==> src/rtl/card_ident_pkg.sv <==
package card_ident_pkg;
  localparam int IDX_W = 6;
  localparam int ARG_W = 32;
  localparam int RCA_W = 16;

  localparam logic [IDX_W-1:0] CMD_RESET = 6'd0;
  localparam logic [IDX_W-1:0] CMD_CID   = 6'd2;
  localparam logic [IDX_W-1:0] CMD_RCA   = 6'd3;
  localparam logic [IDX_W-1:0] CMD_CSD   = 6'd9;
  localparam logic [IDX_W-1:0] CMD_OPC   = 6'd41;
  localparam logic [IDX_W-1:0] CMD_APP   = 6'd55;

  typedef enum logic [2:0] {
    ST_IDLE  = 3'd0,
    ST_READY = 3'd1,
    ST_IDENT = 3'd2,
    ST_STBY  = 3'd3,
    ST_INACT = 3'd4
  } card_state_e;

  typedef enum logic [2:0] {
    RSP_NONE = 3'd0,
    RSP_OCR  = 3'd1,
    RSP_CID  = 3'd2,
    RSP_RCA  = 3'd3,
    RSP_CSD  = 3'd4
  } rsp_kind_e;
endpackage

==> src/rtl/card_rca_gen.sv <==
module card_rca_gen #(
  parameter int          W    = 16,
  parameter logic [W-1:0] SEED = 16'hACE1,
  parameter logic [W-1:0] TAPS = 16'hB400
) (
  input  logic         clk_i,
  input  logic         rst_ni,
  input  logic         step_i,
  output logic [W-1:0] nxt_o
);
  logic [W-1:0] lfsr_q;

  assign nxt_o = {lfsr_q[W-2:0], ^(lfsr_q & TAPS)};

  always_ff @(posedge clk_i or negedge rst_ni) begin
    if (!rst_ni)     lfsr_q <= SEED;
    else if (step_i) lfsr_q <= nxt_o;
  end

  AST_LFSR_NONZERO: assert property (@(posedge clk_i) disable iff (!rst_ni)
    lfsr_q != '0);
  AST_LFSR_HOLD: assert property (@(posedge clk_i) disable iff (!rst_ni)
    !step_i |=> $stable(lfsr_q));
endmodule

==> src/rtl/card_app_tracker.sv <==
module card_app_tracker
  import card_ident_pkg::*;
(
  input  logic             clk_i,
  input  logic             rst_ni,
  input  logic             cmd_valid_i,
  input  logic [IDX_W-1:0] cmd_idx_i,
  input  logic [RCA_W-1:0] cmd_addr_i,
  input  logic             clr_i,
  output logic             app_o
);
  logic app_q;

  // escape lasts for exactly the next valid command
  always_ff @(posedge clk_i or negedge rst_ni) begin
    if (!rst_ni)          app_q <= 1'b0;
    else if (clr_i)       app_q <= 1'b0;
    else if (cmd_valid_i) app_q <= (cmd_idx_i == CMD_APP) && (cmd_addr_i == '0);
  end

  assign app_o = app_q;

  AST_APP_ONLY_AFTER_55: assert property (@(posedge clk_i) disable iff (!rst_ni)
    $rose(app_q) |-> $past(cmd_valid_i) && $past(cmd_idx_i) == CMD_APP);
endmodule

==> src/rtl/card_ident_fsm.sv <==
module card_ident_fsm
  import card_ident_pkg::*;
#(
  parameter logic [RCA_W-1:0] RCA_SEED = 16'hACE1,
  parameter logic [RCA_W-1:0] RCA_TAPS = 16'hB400,
  parameter int VOLT_LSB = 15,
  parameter int VOLT_MSB = 23,
  parameter int BUSY_BIT = 31
) (
  input  logic             clk_i,
  input  logic             rst_ni,
  input  logic             cmd_valid_i,
  input  logic [IDX_W-1:0] cmd_idx_i,
  input  logic [ARG_W-1:0] cmd_arg_i,
  input  logic [ARG_W-1:0] ocr_i,
  output logic             rsp_valid_o,
  output logic [2:0]       rsp_kind_o,
  output logic [RCA_W-1:0] rca_o,
  output logic [2:0]       state_o
);
  localparam int ADDR_LSB = ARG_W - RCA_W;

  card_state_e      state_q, state_d;
  rsp_kind_e        rsp_q, rsp_d;
  logic [RCA_W-1:0] rca_q, rca_new;
  logic             step, clr_rca, app, volt_ok;
  logic [RCA_W-1:0] cmd_addr;

  assign cmd_addr = cmd_arg_i[ARG_W-1:ADDR_LSB];
  assign volt_ok  = |(cmd_arg_i[VOLT_MSB:VOLT_LSB] & ocr_i[VOLT_MSB:VOLT_LSB]);

  card_app_tracker u_app (
    .clk_i      (clk_i),
    .rst_ni     (rst_ni),
    .cmd_valid_i(cmd_valid_i),
    .cmd_idx_i  (cmd_idx_i),
    .cmd_addr_i (cmd_addr),
    .clr_i      (state_q == ST_INACT),
    .app_o      (app)
  );

  card_rca_gen #(.W(RCA_W), .SEED(RCA_SEED), .TAPS(RCA_TAPS)) u_rca (
    .clk_i (clk_i),
    .rst_ni(rst_ni),
    .step_i(step),
    .nxt_o (rca_new)
  );

  always_comb begin
    state_d = state_q;
    rsp_d   = RSP_NONE;
    step    = 1'b0;
    clr_rca = 1'b0;
    if (cmd_valid_i && state_q != ST_INACT) begin
      if (cmd_idx_i == CMD_RESET) begin
        state_d = ST_IDLE;
        clr_rca = 1'b1;
      end else begin
        unique case (state_q)
          ST_IDLE: if (cmd_idx_i == CMD_OPC && app) begin
            rsp_d = RSP_OCR;
            if (!volt_ok)              state_d = ST_INACT;
            else if (ocr_i[BUSY_BIT])  state_d = ST_READY;
          end
          ST_READY: if (cmd_idx_i == CMD_CID) begin
            rsp_d   = RSP_CID;
            state_d = ST_IDENT;
          end
          ST_IDENT: if (cmd_idx_i == CMD_RCA) begin
            rsp_d   = RSP_RCA;
            step    = 1'b1;
            state_d = ST_STBY;
          end
          ST_STBY: begin
            if (cmd_idx_i == CMD_RCA) begin
              rsp_d = RSP_RCA;
              step  = 1'b1;
            end else if (cmd_idx_i == CMD_CSD && cmd_addr == rca_q) begin
              rsp_d = RSP_CSD;
            end
          end
          default: ;
        endcase
      end
    end
  end

  always_ff @(posedge clk_i or negedge rst_ni) begin
    if (!rst_ni) begin
      state_q <= ST_IDLE;
      rsp_q   <= RSP_NONE;
      rca_q   <= '0;
    end else begin
      state_q <= state_d;
      rsp_q   <= rsp_d;
      if (clr_rca)   rca_q <= '0;
      else if (step) rca_q <= rca_new;
    end
  end

  assign rsp_valid_o = (rsp_q != RSP_NONE);
  assign rsp_kind_o  = rsp_q;
  assign rca_o       = rca_q;
  assign state_o     = state_q;

  AST_RSP_NEEDS_CMD: assert property (@(posedge clk_i) disable iff (!rst_ni)
    rsp_valid_o |-> $past(cmd_valid_i));
  AST_OCR_NEEDS_APP: assert property (@(posedge clk_i) disable iff (!rst_ni)
    rsp_kind_o == RSP_OCR |-> $past(app) && $past(state_q) == ST_IDLE);
  AST_INACT_STICKY: assert property (@(posedge clk_i) disable iff (!rst_ni)
    state_q == ST_INACT |=> state_q == ST_INACT && !rsp_valid_o);
  AST_CID_FROM_READY: assert property (@(posedge clk_i) disable iff (!rst_ni)
    rsp_kind_o == RSP_CID |-> $past(state_q) == ST_READY && state_q == ST_IDENT);
  AST_RCA_STBY: assert property (@(posedge clk_i) disable iff (!rst_ni)
    rsp_kind_o == RSP_RCA |-> state_q == ST_STBY);
  AST_RCA_NONZERO: assert property (@(posedge clk_i) disable iff (!rst_ni)
    state_q == ST_STBY |-> rca_q != '0);
  AST_CSD_MATCH: assert property (@(posedge clk_i) disable iff (!rst_ni)
    rsp_kind_o == RSP_CSD |-> $past(cmd_addr) == rca_q);
  AST_CMD0_IDLE: assert property (@(posedge clk_i) disable iff (!rst_ni)
    cmd_valid_i && cmd_idx_i == CMD_RESET && state_q != ST_INACT
    |=> state_q == ST_IDLE && rca_q == '0 && !rsp_valid_o);
endmodule

==> config.mk <==
export PLATFORM = sky130hd
export DESIGN_NAME = card_ident_fsm
export DESIGN_NICKNAME = d
export VERILOG_FILES = /design/src/rtl/card_ident_pkg.sv /design/src/rtl/card_rca_gen.sv /design/src/rtl/card_app_tracker.sv /design/src/rtl/card_ident_fsm.sv
export SDC_FILE = /design/constraint.sdc
export NUM_CORES = 1
export LEC_CHECK = 0
export ABC_CLOCK_PERIOD_IN_PS = 1700
export BUFFER_PORTS_ARGS = -buffer_cell sky130_fd_sc_hd__buf_2
export CORE_ASPECT_RATIO = 1.4
export CORE_UTILIZATION = 41
export CTS_BUF_LIST = sky130_fd_sc_hd__clkbuf_16
export DETAILED_ROUTE_END_ITERATION = 10
export HOLD_SLACK_MARGIN = 0.15
export MAX_ROUTING_LAYER = met4
export PLACE_DENSITY_LB_ADDON = 0.08
export RECOVER_POWER = 25
export SLEW_MARGIN = 25
export SYNTH_ARGS = -nofsm -noshare
export SYNTH_HDL_FRONTEND = slang
export SYNTH_SLANG_ARGS = --single-unit
export TNS_END_PERCENT = 50
==> constraint.sdc <==
create_clock -name clk_i -period 1.7 [get_ports clk_i]
set_clock_uncertainty 0.15 [all_clocks]
set_input_delay 0.17 -clock clk_i [delete_from_list [all_inputs] [get_ports clk_i]]
set_output_delay 0.17 -clock clk_i [all_outputs]
set_load 0.05 [all_outputs]
# After elaboration in Yosys (flattened, before gate mapping)
# Index checks and enable logic that the tools add are counted.
# Widths: inputs -> output; s select.
word_totals:
  latch_bits: 0
  memories: 0
  inputBits: 73
  out_inout_bits: 23
  register_bits: 39
  rom_bits: 0
  mem_bits_rw: 0
classes:
  n_reduce_logical: 15
  n_bitwise: 1
  muxes: 25
  n_addsub: 0
  div_mod_pow: 0
  order_cmp: 0
  multipliers: 0
  eq_ne: 15
  shifts: 0
ops:
  columns: ["operator", "count"]
  rows:
  - ["$mux 16", 2]
  - ["$mux 3", 10]
  - ["$eq 16x16->1", 1]
  - ["$logic_not 16->1", 1]
  - ["$reduce_xor 16->1", 1]
  - ["$eq 6x2->1 const B", 2]
  - ["$eq 6x6->1 const B", 2]
  - ["$ne 3x3->1 const B", 4]
  - ["$pmux 3 s4", 1]
  - ["$and 9x9->9", 1]
  - ["$mux 1", 9]
  - ["$pmux 3 s3", 1]
  - ["$reduce_or 9->1", 1]
  - ["$eq 3x2->1 const B", 2]
  - ["$eq 6x4->1 const B", 1]
  - ["$logic_not 6->1", 1]
  - ["$reduce_and 6->1", 1]
  - ["$logic_and 1x1->1", 4]
  - ["$mux 2", 2]
  - ["$ne 4x4->1 const B", 1]
  - ["$reduce_bool 2->1", 2]
  - ["$reduce_bool 4->1", 1]
  - ["$eq 3x1->1 const B", 1]
  - ["$eq 3x3->1 const B", 1]
  - ["other kinds (3)", 3]

# Depth between registers and ports, before layout
logic_depth:
  word_depth: 7
  ltp_mapped: 6
  ltp_nobuf: 4

# Hierarchy
# From an unflattened synthesis, not the netlist that was laid out.
hier_totals:
  hier_cells: 184
  hier_area_um2: 2165.8
by_module_without_submodules:
  columns: ["mod", "cells_each", "area_per_inst_um2", "instances"]
  rows:
  - ["card_ident_fsm", 121, 1305.0, 1]
  - ["card_rca_gen", 52, 745.7, 1]
  - ["card_app_tracker", 11, 115.1, 1]

# Worst setup path before layout
# Ideal clock, no wire load.
synth_path:
  path_kind: "flip-flop to flip-flop"
  startpoint: "register state_q[0], in the netlist state_o[0]"
  endpoint: "register rca_q[10], in the netlist rca_o[10]"
  n_path_buf: 2
  path_slack_ns: -0.348
  setup_time_ns: 0.121
  stages_incl_launch_ff: 7
  t_arrival_ns: 1.777
  required_ns: 1.429
  synth_period_minus_slack_ns: 2.048
  path_cell_list: "dfrtp_1 > clkbuf_1 > nand2b_1 > a31oi_1 > a211o_1 > buf_6 > a22o_1"
synth_via:
  elab_chain_cells: 6
  word_cells_on_any_way: 11
  classes_between: "3 x eq/ne; 5 x mux; 3 x reduce/logical"
synth_lines:
  columns: ["item", "line_no", "text"]
  rows:
  - ["start, declared", "card_ident_fsm.sv:23", "card_state_e state_q, state_d;"]
  - ["start signal, assigned", "card_ident_fsm.sv:94", "state_q <= state_d;"]
  - ["$eq 3x2->1", "card_ident_fsm.sv:59", "unique case (state_q)"]
  - ["$reduce_or 2->1 (no source line)", null, null]
  - ["$mux 1", null, null]
  - ["$mux 1", "card_ident_fsm.sv:55", "if (cmd_idx_i == CMD_RESET) begin"]
  - ["$mux 1", "card_ident_fsm.sv:54", "if (cmd_valid_i && state_q != ST_INACT) begin"]
  - ["$reduce_bool 2->1 (no source line)", null, null]
  - ["end signal, assigned", "card_ident_fsm.sv:97", "else if (step) rca_q <= rca_new;"]
  - ["end, declared", "card_ident_fsm.sv:25", "logic [RCA_W-1:0] rca_q, rca_new;"]
# Parallel ways exist; a longest one is shown, timed or not.
# A chain may end at the register's enable or synchronous reset.

# Final worst setup path
layout_path:
  startpoint: "register state_q[2], in the netlist state_o[2]"
  endpoint: "register state_q[0], in the netlist state_o[0]"
layout_via:
  elab_chain_cells: 3
  word_cells_on_any_way: 13
  classes_between: "7 x eq/ne; 2 x mux; 4 x reduce/logical"
layout_lines:
  columns: ["item", "line_no"]
  rows:
  - ["$eq 3x2->1, or another cell as far along", "card_ident_fsm.sv:59"]
  - ["$ne 3x3->1 (no source line), or another cell as far along", null]
  - ["$reduce_and 6->1 (no source line) / $mux 3 (equally long branches)", null]
# Parallel ways exist; a longest one is shown, timed or not.

==> summary.txt <==
Floorplan
  • Row count: 29
  • Die X: 60.1 um
  • Starting Density: 0.428
  • Die Ht: 83.4 um
  • I/O pins: 96
  • Total Die Area: approximately 5000 um^2
  • Area of the core: 4540 um^2

Timing
  • Slew Limit Fails: 0
  • Final Setup Violations: 0
  • Max Freq: 613 MHz
  • Slew margin rel.: 0.668
  • RSZ-0062 raised after global routing: yes
  • Final Hold Viols: 0
  • Post-route minimum period: 1.63 ns
  • Fin worst setup slack: 0.0696 ns
  • Slew of the pin with the lowest slew margin: 0.497 ns
  • Final period utilization: 0.959

CTS
  • TritonCTS Sinks: 39
  • CTS tree: done
  • TritonCTS buffer count: 5
  • Clk Latency, worst-skew pair: around 0.28 ns
  • Post-CTS Repair Setup Buffers: 0
  • Clk pin slew, worst setup/hold paths: 0.06 ns
  • # H-tree levels: 2
  • Clock buffer depth: 2
  • Root buffer cell: clkbuf_16

Worst setup path
  • Setup crit end kind: flip-flop
  • Worst EP arrival: 1.67 ns
  • Setup crit start: state_o[2]
  • CP max stage delay: 0.42 ns
  • Crit-path cells: buf_4, nor2b_1, o31ai_1, a2111o_1, o221ai_2
  • CP required: about 1.7 ns
  • Worst setup path category: reg -> reg
  • FF-to-FF Start: state_o[2]
  • Worst path slowest cell: dfrtp_2
  • CP Launch Type: flip-flop
  • Worst-path maximum fanout: 5

Flow run
  • Max-cap violations: 0

Synthesis
  • Sequential element share of the synthesized area: 0.508
  • EDFF count, synth: 0
  • Post-synthesis cell count: slightly below 200
  • Synth top area cells: dfrtp_1 40%, dfstp_2 11%, nand2_1 9.9%
  • Avg Inst Size Synth: ~10 um^2
  • Yosys warning total: 0
  • Post-synth cell types: 41
  • Most used flip-flop cell after synthesis: dfrtp_1
  • Mapped Area: 1940 um^2
  • Syn_nets: 267
  • Yosys reg bits: 39
  • Synth area leader: dfrtp_1
  • Top-area cell type share of the netlist area: 0.400
  • Post-synth ARST share: 1.00

Drt
  • DRC Markers: 0
  • Router iterations before antenna repair: 5
  • Total number of vias: about 1.8k
  • DRT iter0 DRCs: 82
  • Final ANT Viol Nets: 0
  • WL/cell: 15.4 um
  • Final wirelength: 5330 um
  • Vias per cell: 5.34

Layout
  • Commonest non-fill, non-tap cell in the layout: buf_2
  • Final-stage net count: 356
  • Most frequent cells in the layout: 58 x buf_2, 51 x nand2_1, 28 x dfrtp_1
  • Area delta synth->final: 39.4%
  • Share of layout cells above drive strength 1: 0.352
  • Post-route insts no fill: about 350
  • Inserted Diodes: 0

Min path
  • HP Start: cmd_arg_i[24]
  • Hold Crit Class: in -> reg

Placed design
  • Routability cong.: 0.929
  • Post-DP HPWL: 3890 um
  • Buffers on Ports: 58
  • Dpl cells: approximately 330
  • Pre-CTS WS: -0.161 ns

Global routing
  • Global-route wire length before repair: roughly 8500 um
  • Initial antenna violation count: 0
  • Largest net degree at the start of global routing: 40
  • GRT overflow: 0
  • Vias in the first global route: 1823
  • Total GRT Usage: 0.236

Outcome
  • Status: completed

Power
  • Maximum vdd drop: 625 uV
  • P per Cell Area: 845 nW/um^2
  • Lkg Pwr: 1.39 nW
==> what timing repair did <==
item,4_1_cts,5_1_grt
resized for setup,0,3
setup endpoints to repair,0,19
endpoints found under the hold margin,35,0
hold buffers,9,0
==> power breakdown <==
group | switching (mW) | internal [mW]
clock network | 0.350 | 0.530
logic | 0.251 | 0.176
registers | 0.0204 | 0.958
==> logic make-up after synthesis <==
kind of cell / count (synthesis) / share of synthesized area
AND/OR/NAND/NOR: 92 / 0.238
flip-flops: 39 / 0.508
AO/OA/AOI/OAI: 33 / 0.141
XOR/XNOR: 19 / 0.0858
buffers and inverters: 11 / 0.0271
==> metal layers <==
metal	vias up	global-route usage	share of wire
met3	13	0.0374	0.033
met2	54	0.382	0.52
met1	901	0.282	0.41
met4	0	0.104	0.027
met5	-	-	0
li1	880	-	-
==> final cells by class <==
| class | instances | area [um^2] |
|---|---|---|
| Clock buffer | 5 | 125 |
| Clock inverter | 3 | 12.5 |
| Fill cell | 414 | 1830 |
| Inverter | 4 | 15.0 |
| Multi-Input combinational cell | 144 | 907 |
| Sequential cell | 39 | 990 |
| Tap cell | 62 | 77.6 |
| Timing Repair Buffer | 89 | 577 |
==> synth_stat cells, types with 2 or more instances <==
library cell and count:
dfstp_2 8, nor2_1 5, or3_1 2, a22oi_1 3, xnor2_1 4, nand3_1 4, xor2_1 15, clkbuf_1 3
dfrtp_1 31, and4b_1 2, nor4_1 9, inv_1 4, a22o_1 16, and2_1 2, nand4_1 7, nand2_1 51
buf_2 3, a21oi_1 2
==> through the flow <==
step                hold slack (ns)   util  setup TNS, ns  total power [mW]  area (um^2)
detailed placement            0.108  0.543          -1.90              1.39         2460
finish                        0.154  0.596              0              2.28         2700
CTS                           0.157  0.593              0              2.29         2690
global route                  0.195  0.596              0              2.38         2700
global placement              0.104  0.543          -2.26              1.39         2460
floorplan                    -0.276      -         -0.840              1.21         1950
==> worst max-delay path: cells and delay by family, from the launching register on <==
kind | cells | cell delay (ns)
AOI/OAI and AO/OA | 3 | 0.66
DFF | 1 | 0.42
buffers and inverters | 1 | 0.16
and+or+nand+nor | 1 | 0.14
==> worst paths after layout <==
path                              endpoint  slack, ns  depth (start not counted)
max                             state_o[0]       0.07                          5
min                            u_app.app_o       0.15                          5
max reg2reg                     state_o[0]       0.07                          5
min reg2reg                u_rca.lfsr_q[7]       0.32                          2
max in group asynchronous       state_o[0]       0.69                          3
min in group asynchronous       state_o[1]       0.33                          3
==> sequential cells by signal, summed over array words and instances (netlist names) <==
name and cells:
rca_o 16, u_app.app_o 1, state_o 3, rsp_kind_o 3
u_rca.lfsr_q 16
Note: power is estimated with default switching activity, not from simulation.
